**src/rtl/rx_bit_fifo_pkg.sv**
```systemverilog
package rx_bit_fifo_pkg;

  typedef enum logic [1:0] {
    TRIG_VALID  = 2'b00,
    TRIG_SYNC   = 2'b01,
    TRIG_EITHER = 2'b10,
    TRIG_ANY    = 2'b11
  } trig_mode_e;

  typedef struct packed {
    logic ovf;
    logic level;
    logic full;
    logic empty;
    logic armed;
  } fifo_status_t;

endpackage

```
**src/rtl/rx_rst_sync.sv**
```systemverilog
module rx_rst_sync (
  input  logic clk_i,
  input  logic rst_ni,
  output logic rst_sync_no
);

  logic stage_q;
  logic out_q;

  always_ff @(posedge clk_i or negedge rst_ni) begin
    if (!rst_ni) begin
      stage_q <= 1'b0;
      out_q   <= 1'b0;
    end else begin
      stage_q <= 1'b1;
      out_q   <= stage_q;
    end
  end

  assign rst_sync_no = out_q;

endmodule

```
**src/rtl/rx_host_sync.sv**
```systemverilog
module rx_host_sync #(
  parameter int unsigned SYNC_STAGES = 2
) (
  input  logic clk_i,
  input  logic rst_ni,
  input  logic sck_i,
  input  logic sel_ni,
  output logic sel_active_o,
  output logic pop_o
);

  logic [SYNC_STAGES-1:0] sck_q;
  logic [SYNC_STAGES-1:0] sel_q;
  logic                   sck_prev_q;
  logic [SYNC_STAGES-1:0] sck_d;
  logic [SYNC_STAGES-1:0] sel_d;

  // Shift chains for both host lines
  always_comb begin
    sck_d = {sck_q[SYNC_STAGES-2:0], sck_i};
    sel_d = {sel_q[SYNC_STAGES-2:0], sel_ni};
  end

  always_ff @(posedge clk_i or negedge rst_ni) begin
    if (!rst_ni) begin
      sck_q      <= '0;
      sel_q      <= '1;
      sck_prev_q <= 1'b0;
    end else begin
      sck_q      <= sck_d;
      sel_q      <= sel_d;
      sck_prev_q <= sck_q[SYNC_STAGES-1];
    end
  end

  assign sel_active_o = ~sel_q[SYNC_STAGES-1];
  assign pop_o        = sck_prev_q & ~sck_q[SYNC_STAGES-1] & sel_active_o;

  // a detected host clock fall is a single-cycle event
  a_r4_pop_single: assert property (@(posedge clk_i) disable iff (!rst_ni)
    pop_o |=> !pop_o);

endmodule

```
**src/rtl/rx_fill_gate.sv**
```systemverilog
module rx_fill_gate
  import rx_bit_fifo_pkg::*;
(
  input  logic       clk_i,
  input  logic       rst_ni,
  input  logic [1:0] trig_mode_i,
  input  logic       valid_i,
  input  logic       sync_i,
  input  logic       strobe_i,
  input  logic       restart_i,
  output logic       armed_o,
  output logic       push_o
);

  logic armed_q;
  logic armed_d;
  logic trig_now;

  always_comb begin
    unique case (trig_mode_e'(trig_mode_i))
      TRIG_VALID: trig_now = valid_i;
      TRIG_SYNC:  trig_now = sync_i;
      default:    trig_now = valid_i | sync_i;
    endcase
  end

  always_comb begin
    armed_d = armed_q;
    if (restart_i) begin
      armed_d = 1'b0;
    end else if (trig_now) begin
      armed_d = 1'b1;
    end
  end

  always_ff @(posedge clk_i or negedge rst_ni) begin
    if (!rst_ni) begin
      armed_q <= 1'b0;
    end else begin
      armed_q <= armed_d;
    end
  end

  assign armed_o = armed_q;
  assign push_o  = strobe_i & (armed_q | trig_now) & ~restart_i;

  // restart always leaves the gate disarmed
  a_r3_restart_disarms: assert property (@(posedge clk_i) disable iff (!rst_ni)
    restart_i |=> !armed_o);

  // arming persists without restart
  a_r3_arm_sticky: assert property (@(posedge clk_i) disable iff (!rst_ni)
    (armed_o && !restart_i) |=> armed_o);

endmodule

```
**src/rtl/rx_bit_store.sv**
```systemverilog
module rx_bit_store #(
  parameter int unsigned DEPTH = 64,
  localparam int unsigned PTR_W = (DEPTH > 1) ? $clog2(DEPTH) : 1,
  localparam int unsigned CNT_W = $clog2(DEPTH + 1)
) (
  input  logic             clk_i,
  input  logic             rst_ni,
  input  logic             flush_i,
  input  logic             push_i,
  input  logic             bit_i,
  input  logic             pop_i,
  output logic             head_o,
  output logic [CNT_W-1:0] count_o,
  output logic             full_o,
  output logic             empty_o,
  output logic             ovf_o
);

  localparam logic [PTR_W-1:0] LAST_PTR  = PTR_W'(DEPTH - 1);
  localparam logic [CNT_W-1:0] DEPTH_CNT = CNT_W'(DEPTH);

  logic [DEPTH-1:0] mem_q;
  logic [PTR_W-1:0] wr_ptr_q, wr_ptr_d;
  logic [PTR_W-1:0] rd_ptr_q, rd_ptr_d;
  logic [CNT_W-1:0] count_q, count_d;
  logic             pop_ok;
  logic             push_ok;

  assign empty_o = (count_q == '0);
  assign full_o  = (count_q == DEPTH_CNT);
  assign pop_ok  = pop_i & ~empty_o & ~flush_i;
  assign push_ok = push_i & (~full_o | pop_ok) & ~flush_i;
  assign ovf_o   = push_i & full_o & ~pop_ok & ~flush_i;

  always_comb begin
    wr_ptr_d = wr_ptr_q;
    rd_ptr_d = rd_ptr_q;
    count_d  = count_q;
    if (flush_i) begin
      wr_ptr_d = '0;
      rd_ptr_d = '0;
      count_d  = '0;
    end else begin
      if (push_ok) begin
        wr_ptr_d = (wr_ptr_q == LAST_PTR) ? '0 : wr_ptr_q + 1'b1;
      end
      if (pop_ok) begin
        rd_ptr_d = (rd_ptr_q == LAST_PTR) ? '0 : rd_ptr_q + 1'b1;
      end
      if (push_ok && !pop_ok) begin
        count_d = count_q + 1'b1;
      end else if (pop_ok && !push_ok) begin
        count_d = count_q - 1'b1;
      end
    end
  end

  always_ff @(posedge clk_i or negedge rst_ni) begin
    if (!rst_ni) begin
      wr_ptr_q <= '0;
      rd_ptr_q <= '0;
      count_q  <= '0;
    end else begin
      wr_ptr_q <= wr_ptr_d;
      rd_ptr_q <= rd_ptr_d;
      count_q  <= count_d;
    end
  end

  // Storage bits carry no reset; the head is masked while empty
  always_ff @(posedge clk_i) begin
    if (push_ok) begin
      mem_q[wr_ptr_q] <= bit_i;
    end
  end

  assign head_o  = mem_q[rd_ptr_q] & ~empty_o;
  assign count_o = count_q;

  a_r6_count_bounded: assert property (@(posedge clk_i) disable iff (!rst_ni)
    count_o <= DEPTH_CNT);

  a_r7_push_pop_stable: assert property (@(posedge clk_i) disable iff (!rst_ni)
    (push_i && pop_i && !empty_o && !flush_i) |=> $stable(count_o));

  a_r5_empty_pop_noop: assert property (@(posedge clk_i) disable iff (!rst_ni)
    (pop_i && empty_o && !push_i) |=> (count_o == '0));

  a_r2_no_push_no_growth: assert property (@(posedge clk_i) disable iff (!rst_ni)
    !push_i |=> (count_o <= $past(count_o)));

endmodule

```
**src/rtl/rx_bit_fifo.sv**
```systemverilog
module rx_bit_fifo
  import rx_bit_fifo_pkg::*;
#(
  parameter int unsigned DEPTH = 64,
  localparam int unsigned CNT_W = $clog2(DEPTH + 1)
) (
  input  logic             clk_i,
  input  logic             rst_ni,
  input  logic             rx_bit_i,
  input  logic             rx_strobe_i,
  input  logic             rx_valid_i,
  input  logic             sync_hit_i,
  input  logic [1:0]       trig_mode_i,
  input  logic [CNT_W-1:0] level_thresh_i,
  input  logic             restart_i,
  input  logic             status_rd_i,
  input  logic             host_sel_ni,
  input  logic             host_sck_i,
  output logic             host_sdo_o,
  output logic             level_irq_o,
  output logic [4:0]       status_o
);

  logic             rst_n;
  logic             sel_active;
  logic             host_pop;
  logic             armed;
  logic             push;
  logic             head;
  logic [CNT_W-1:0] count;
  logic             full;
  logic             empty;
  logic             ovf_evt;
  logic             ovf_q, ovf_d;
  fifo_status_t     status;

  rx_rst_sync u_rst_sync (
    .clk_i       (clk_i),
    .rst_ni      (rst_ni),
    .rst_sync_no (rst_n)
  );

  rx_host_sync #(.SYNC_STAGES(2)) u_host_sync (
    .clk_i        (clk_i),
    .rst_ni       (rst_n),
    .sck_i        (host_sck_i),
    .sel_ni       (host_sel_ni),
    .sel_active_o (sel_active),
    .pop_o        (host_pop)
  );

  rx_fill_gate u_gate (
    .clk_i       (clk_i),
    .rst_ni      (rst_n),
    .trig_mode_i (trig_mode_i),
    .valid_i     (rx_valid_i),
    .sync_i      (sync_hit_i),
    .strobe_i    (rx_strobe_i),
    .restart_i   (restart_i),
    .armed_o     (armed),
    .push_o      (push)
  );

  rx_bit_store #(.DEPTH(DEPTH)) u_store (
    .clk_i   (clk_i),
    .rst_ni  (rst_n),
    .flush_i (restart_i),
    .push_i  (push),
    .bit_i   (rx_bit_i),
    .pop_i   (host_pop),
    .head_o  (head),
    .count_o (count),
    .full_o  (full),
    .empty_o (empty),
    .ovf_o   (ovf_evt)
  );

  // Sticky overflow: a new event wins over a clear in the same cycle
  always_comb begin
    ovf_d = ovf_q;
    if (restart_i) begin
      ovf_d = 1'b0;
    end else if (ovf_evt) begin
      ovf_d = 1'b1;
    end else if (status_rd_i) begin
      ovf_d = 1'b0;
    end
  end

  always_ff @(posedge clk_i or negedge rst_n) begin
    if (!rst_n) begin
      ovf_q <= 1'b0;
    end else begin
      ovf_q <= ovf_d;
    end
  end

  assign level_irq_o = (count >= level_thresh_i);
  assign host_sdo_o  = head & sel_active;

  always_comb begin
    status.ovf   = ovf_q;
    status.level = level_irq_o;
    status.full  = full;
    status.empty = empty;
    status.armed = armed;
  end
  assign status_o = status;

  a_r6_overflow_sets: assert property (@(posedge clk_i) disable iff (!rst_n)
    (ovf_evt && !restart_i) |=> status_o[4]);

  a_r3_restart_empties: assert property (@(posedge clk_i) disable iff (!rst_n)
    restart_i |=> (status_o[1] && !status_o[4]));

  a_r10_idle_sdo_low: assert property (@(posedge clk_i) disable iff (!rst_n)
    !sel_active |-> !host_sdo_o);

endmodule

```
**config.mk**
```make
export PLATFORM = sky130hd
export DESIGN_NAME = rx_bit_fifo
export DESIGN_NICKNAME = d
export VERILOG_FILES = /design/src/rtl/rx_bit_fifo_pkg.sv /design/src/rtl/rx_rst_sync.sv /design/src/rtl/rx_host_sync.sv /design/src/rtl/rx_fill_gate.sv /design/src/rtl/rx_bit_store.sv /design/src/rtl/rx_bit_fifo.sv
export SDC_FILE = /design/constraint.sdc
export NUM_CORES = 1
export LEC_CHECK = 0
export BUFFER_PORTS_ARGS = -buffer_cell sky130_fd_sc_hd__buf_4
export CORE_MARGIN = 2
export CORE_UTILIZATION = 60
export CTS_CLUSTER_SIZE = 12
export DETAILED_ROUTE_END_ITERATION = 10
export PLACE_DENSITY = 0.87
export SYNTH_ARGS = -nofsm -noshare
export SYNTH_HDL_FRONTEND = slang
export SYNTH_SLANG_ARGS = --single-unit
export TNS_END_PERCENT = 50
```
**constraint.sdc**
```tcl
create_clock -name clk_i -period 2.7 [get_ports clk_i]
set_clock_uncertainty 0.05 [all_clocks]
set_input_delay 0.405 -clock clk_i [delete_from_list [all_inputs] [get_ports clk_i]]
set_output_delay 0.405 -clock clk_i [all_outputs]
set_load 0.1 [all_outputs]
```
==> run summary <==
Antenna violations before repair: 0
Total cell area at the placement stage: 0.00504 mm2
Startpoint of the worst setup timing path: u_store.rd_ptr_q[0]
End of the worst register-to-register path: u_store.count_o[6]
Main synth FF type: sky130_fd_sc_hd__edfxtp_1
Final-report max-slew violation count: 0
Detailed Routing Iterations Pass 1: 5
Unrepaired setup endpoints after global routing: yes
Final nets: 458
Max-slew headroom at the worst pin: 27.9%
Total leakage power: 2.02 nW
Layout-stage area growth over the synthesis result: 17.1%
Post-synthesis cell area: 0.00460 mm2
Reg-to-reg startpoint: u_store.count_o[1]
Core region area: 0.00733 mm2
Count of nets left with antenna violations after detail routing: 0
Height of the die: 91.6 um
Final count of hold timing violations: 0
Detail-routed net length per standard cell: 19.6 um
Max_cap viols: 0
Yosys warnings: 0
R2R setup slack: 0.04 ns
Leftover overflow at the end of global routing: 0
Worst-path fanout max: 5
Unique masters post-synth: 58
Mapped Avg Cell Area: 12.4 um2
Transition time of the tightest slew-check pin: 1.08 ns
Power density over the cells: 694 mW/mm2
Area enclosed by the die boundary: 0.00838 mm2
# placed instances: 502
Final WL: 10,300 um
Cell area after layout: 0.00539 mm2
Share of synthesized flip-flops with an asynchronous set or reset: 30.4%
RD Place Congestion: 0.794
Number of non-filler instances in the completed layout: 527
Final min period: 3.12 ns
Detailed router's first-iteration violation count: 341
Top achievable clock speed: 0.321 GHz
Clock Sinks: 92
Via count of the first global-routing pass: 3,220
Mean number of vias per cell: 6.18
VDD IR max: 447 uV
Chip Width: 91.6 um
IO Count: 26
GRT Total Usage: 25.8%
Initial Util: 62.7%
Logic depth of the worst register-to-register path: 11
Startpoint type of the worst setup path: register
Count of mapped cells out of synthesis: 372
Post-synth EDFFs: 64
CTS tree: yes
Fraction of the yosys area taken by sequential cells: 57.1%
Worst setup endpoint: host_sdo_o
I/O Buffers: 25
Maximum root-to-sink buffer count: 2
Setup violations, final: 3
Required time at the worst-slack endpoint: 2.25 ns
Synth Register Bits: 92
Number of levels the H-tree was split into: 3
Routed via count: 3,255
Category of the worst setup path capture point: primary output
Clock root cell: sky130_fd_sc_hd__clkbuf_8
Clk Latency, worst-skew pair: 0.36 ns
Clock-pin slew of the registers on the worst-case setup and hold paths: 0.09 ns
Setup Crit Path Kind: reg2out
Violated checks: negative setup slack
Std cell rows: 31
Net count after synthesis: 407
Inserted Diodes: 0
Min-Delay Path Class: in2reg
Arrival time of the worst setup path: 2.66 ns
Tcrit/Tclk final: 115%
Global-route wire length before repair: 16,500 um
Share of post-route cells with drive strength above 1: 28.7%
Number of design rule violations left after detail routing: 0
Number of buffers inserted during clock tree synthesis: 9
Worst path setup slack after routing: -0.418 ns
Status: finished with violations
Pin count of the biggest net entering global routing: 65
Post-DP HPWL: 6610 um
-- metrics by stage --
step	worst slack, ns	total power, W	util, %	setup TNS [ns]	hold WS [ns]
floorplan	-0.151	0.00243	-	-0.284	0.0594
global placement	-0.122	0.00268	68.8	-0.230	0.137
detailed placement	-0.242	0.00272	68.8	-0.635	0.139
CTS	-0.414	0.00363	72.5	-0.537	0.0861
global route	-0.486	0.00391	73.5	-0.767	0.0807
finish	-0.418	0.00374	73.5	-0.477	0.0969
-- critical path, cell delays in order, from the launching register on --
cell,delay [ns]
sky130_fd_sc_hd__dfrtp_2,0.42
sky130_fd_sc_hd__buf_6,0.14
sky130_fd_sc_hd__mux4_2,0.34
sky130_fd_sc_hd__mux2i_1,0.06
sky130_fd_sc_hd__mux4_2,0.47
sky130_fd_sc_hd__or4b_4,0.51
sky130_fd_sc_hd__o41ai_4,0.09
sky130_fd_sc_hd__buf_6,0.28
-- repair_timing --
action / 4_1_cts / 5_1_grt
pin swaps: 2 / 10
hold endpoints to repair: 2 / 0
buffers inserted: 5 / 3
setup endpoints to repair: 4 / 35
gates resized for setup: 15 / 15
gates cloned: 0 / 0
hold buffers: 1 / 0
-- state kept, by name, indices dropped and copies added (netlist names) --
signal                  cells
ovf_q                       1
u_gate.armed_o              1
u_host_sync.sck_prev_q      1
u_host_sync.sck_q           2
u_host_sync.sel_q           2
u_rst_sync.rst_sync_no      1
u_rst_sync.stage_q          1
u_store.count_o             7
u_store.mem_q              64
u_store.rd_ptr_q            6
u_store.wr_ptr_q            6
-- kinds of logic (layout without fill, tap and decap cells) --
kind of cell | count (synthesis) | in the layout | share of synthesized area [%]
AOI/OAI and AO/OA | 42 | 42 | 6.56
buffers and inverters | 33 | 89 | 3.40
and+or+nand+nor | 151 | 151 | 15.1
muxes | 33 | 33 | 12.5
other | 1 | 1 | 0.0815
DFF | 92 | 92 | 57.1
adders and majority gates | 16 | 16 | 4.52
xor gates and xnor gates | 4 | 4 | 0.762
-- how the worst min path moves through the flow --
stage	start	to	slack, ns	cells past startpoint
2_1_floorplan	rst_ni	u_rst_sync.rst_sync_no	0.06	0
3_3_place_gp	rst_ni	u_rst_sync.rst_sync_no	0.14	1
3_5_place_dp	rst_ni	u_rst_sync.stage_q	0.14	1
4_1_cts	host_sel_ni	u_host_sync.sel_q[0]	0.09	1
5_1_grt	host_sel_ni	u_host_sync.sel_q[0]	0.08	1
6_report	host_sel_ni	u_host_sync.sel_q[0]	0.1	1
-- placed cells by master (no fill, tap or decap), types with 6 or more instances in the layout --
cell type                  instances
sky130_fd_sc_hd__nor2_1           80
sky130_fd_sc_hd__edfxtp_1         64
sky130_fd_sc_hd__buf_4            55
sky130_fd_sc_hd__nand2_1          25
sky130_fd_sc_hd__dfrtp_1          25
sky130_fd_sc_hd__mux4_2           14
sky130_fd_sc_hd__ha_1             14
sky130_fd_sc_hd__inv_1            11
sky130_fd_sc_hd__mux2i_1          10
sky130_fd_sc_hd__nand3_1           9
sky130_fd_sc_hd__clkbuf_8          9
sky130_fd_sc_hd__a21oi_1           8
sky130_fd_sc_hd__mux2_2            6
-- power breakdown --
| group | switching, W | internal, W | total, W |
|---|---|---|---|
| Clock | 0.000509 | 0.000348 | 0.000857 |
| Combinational | 0.000673 | 0.000569 | 0.00124 |
| Sequential | 0.0000749 | 0.00156 | 0.00164 |
-- synthesized netlist by cell type, types with 3 or more instances --
cell type	count	area [um2]
sky130_fd_sc_hd__o21a_1	4	30.0
sky130_fd_sc_hd__mux4_1	7	184
sky130_fd_sc_hd__nand3b_1	4	30.0
sky130_fd_sc_hd__nor2_1	81	304
sky130_fd_sc_hd__nand3_1	10	50.1
sky130_fd_sc_hd__o21ai_0	4	20.0
sky130_fd_sc_hd__nor2b_1	4	25.0
sky130_fd_sc_hd__edfxtp_1	64	1920
sky130_fd_sc_hd__a21oi_1	10	50.1
sky130_fd_sc_hd__mux2i_1	10	100
sky130_fd_sc_hd__inv_1	12	45.0
sky130_fd_sc_hd__dfrtp_1	26	651
sky130_fd_sc_hd__a21o_1	4	30.0
sky130_fd_sc_hd__or2_2	4	25.0
sky130_fd_sc_hd__nor3_1	4	20.0
sky130_fd_sc_hd__buf_1	4	15.0
sky130_fd_sc_hd__nand4_1	3	18.8
sky130_fd_sc_hd__mux4_2	10	225
sky130_fd_sc_hd__nand2_1	25	93.8
sky130_fd_sc_hd__clkbuf_1	8	30.0
sky130_fd_sc_hd__ha_1	15	188
sky130_fd_sc_hd__and3_1	4	25.0
sky130_fd_sc_hd__a211oi_1	3	22.5
sky130_fd_sc_hd__mux2_2	6	67.6
sky130_fd_sc_hd__buf_4	6	45.0
-- final cells by class --
type,instances,area [um2]
flip-flops and latches,92,2630
repair buffers,61,497
well taps,99,124
multi-input cells,247,1910
clock inverters,7,58.8
clock buffers,9,124
fillers,430,1940
inverters,12,47.5
-- layer usage --
metal / vias up / part of all wire [%] / track usage, % / wire [um]
met1: 1590 / 37 / 34.4 / 3840
met4: 0 / 3.1 / 10.4 / 323
li1: 1461 / - / - / -
met2: 163 / 52 / 41.9 / 5330
met5: - / 0 / 0 / 0
met3: 41 / 7.9 / 5.31 / 816
(Power assumes the default switching activity.)
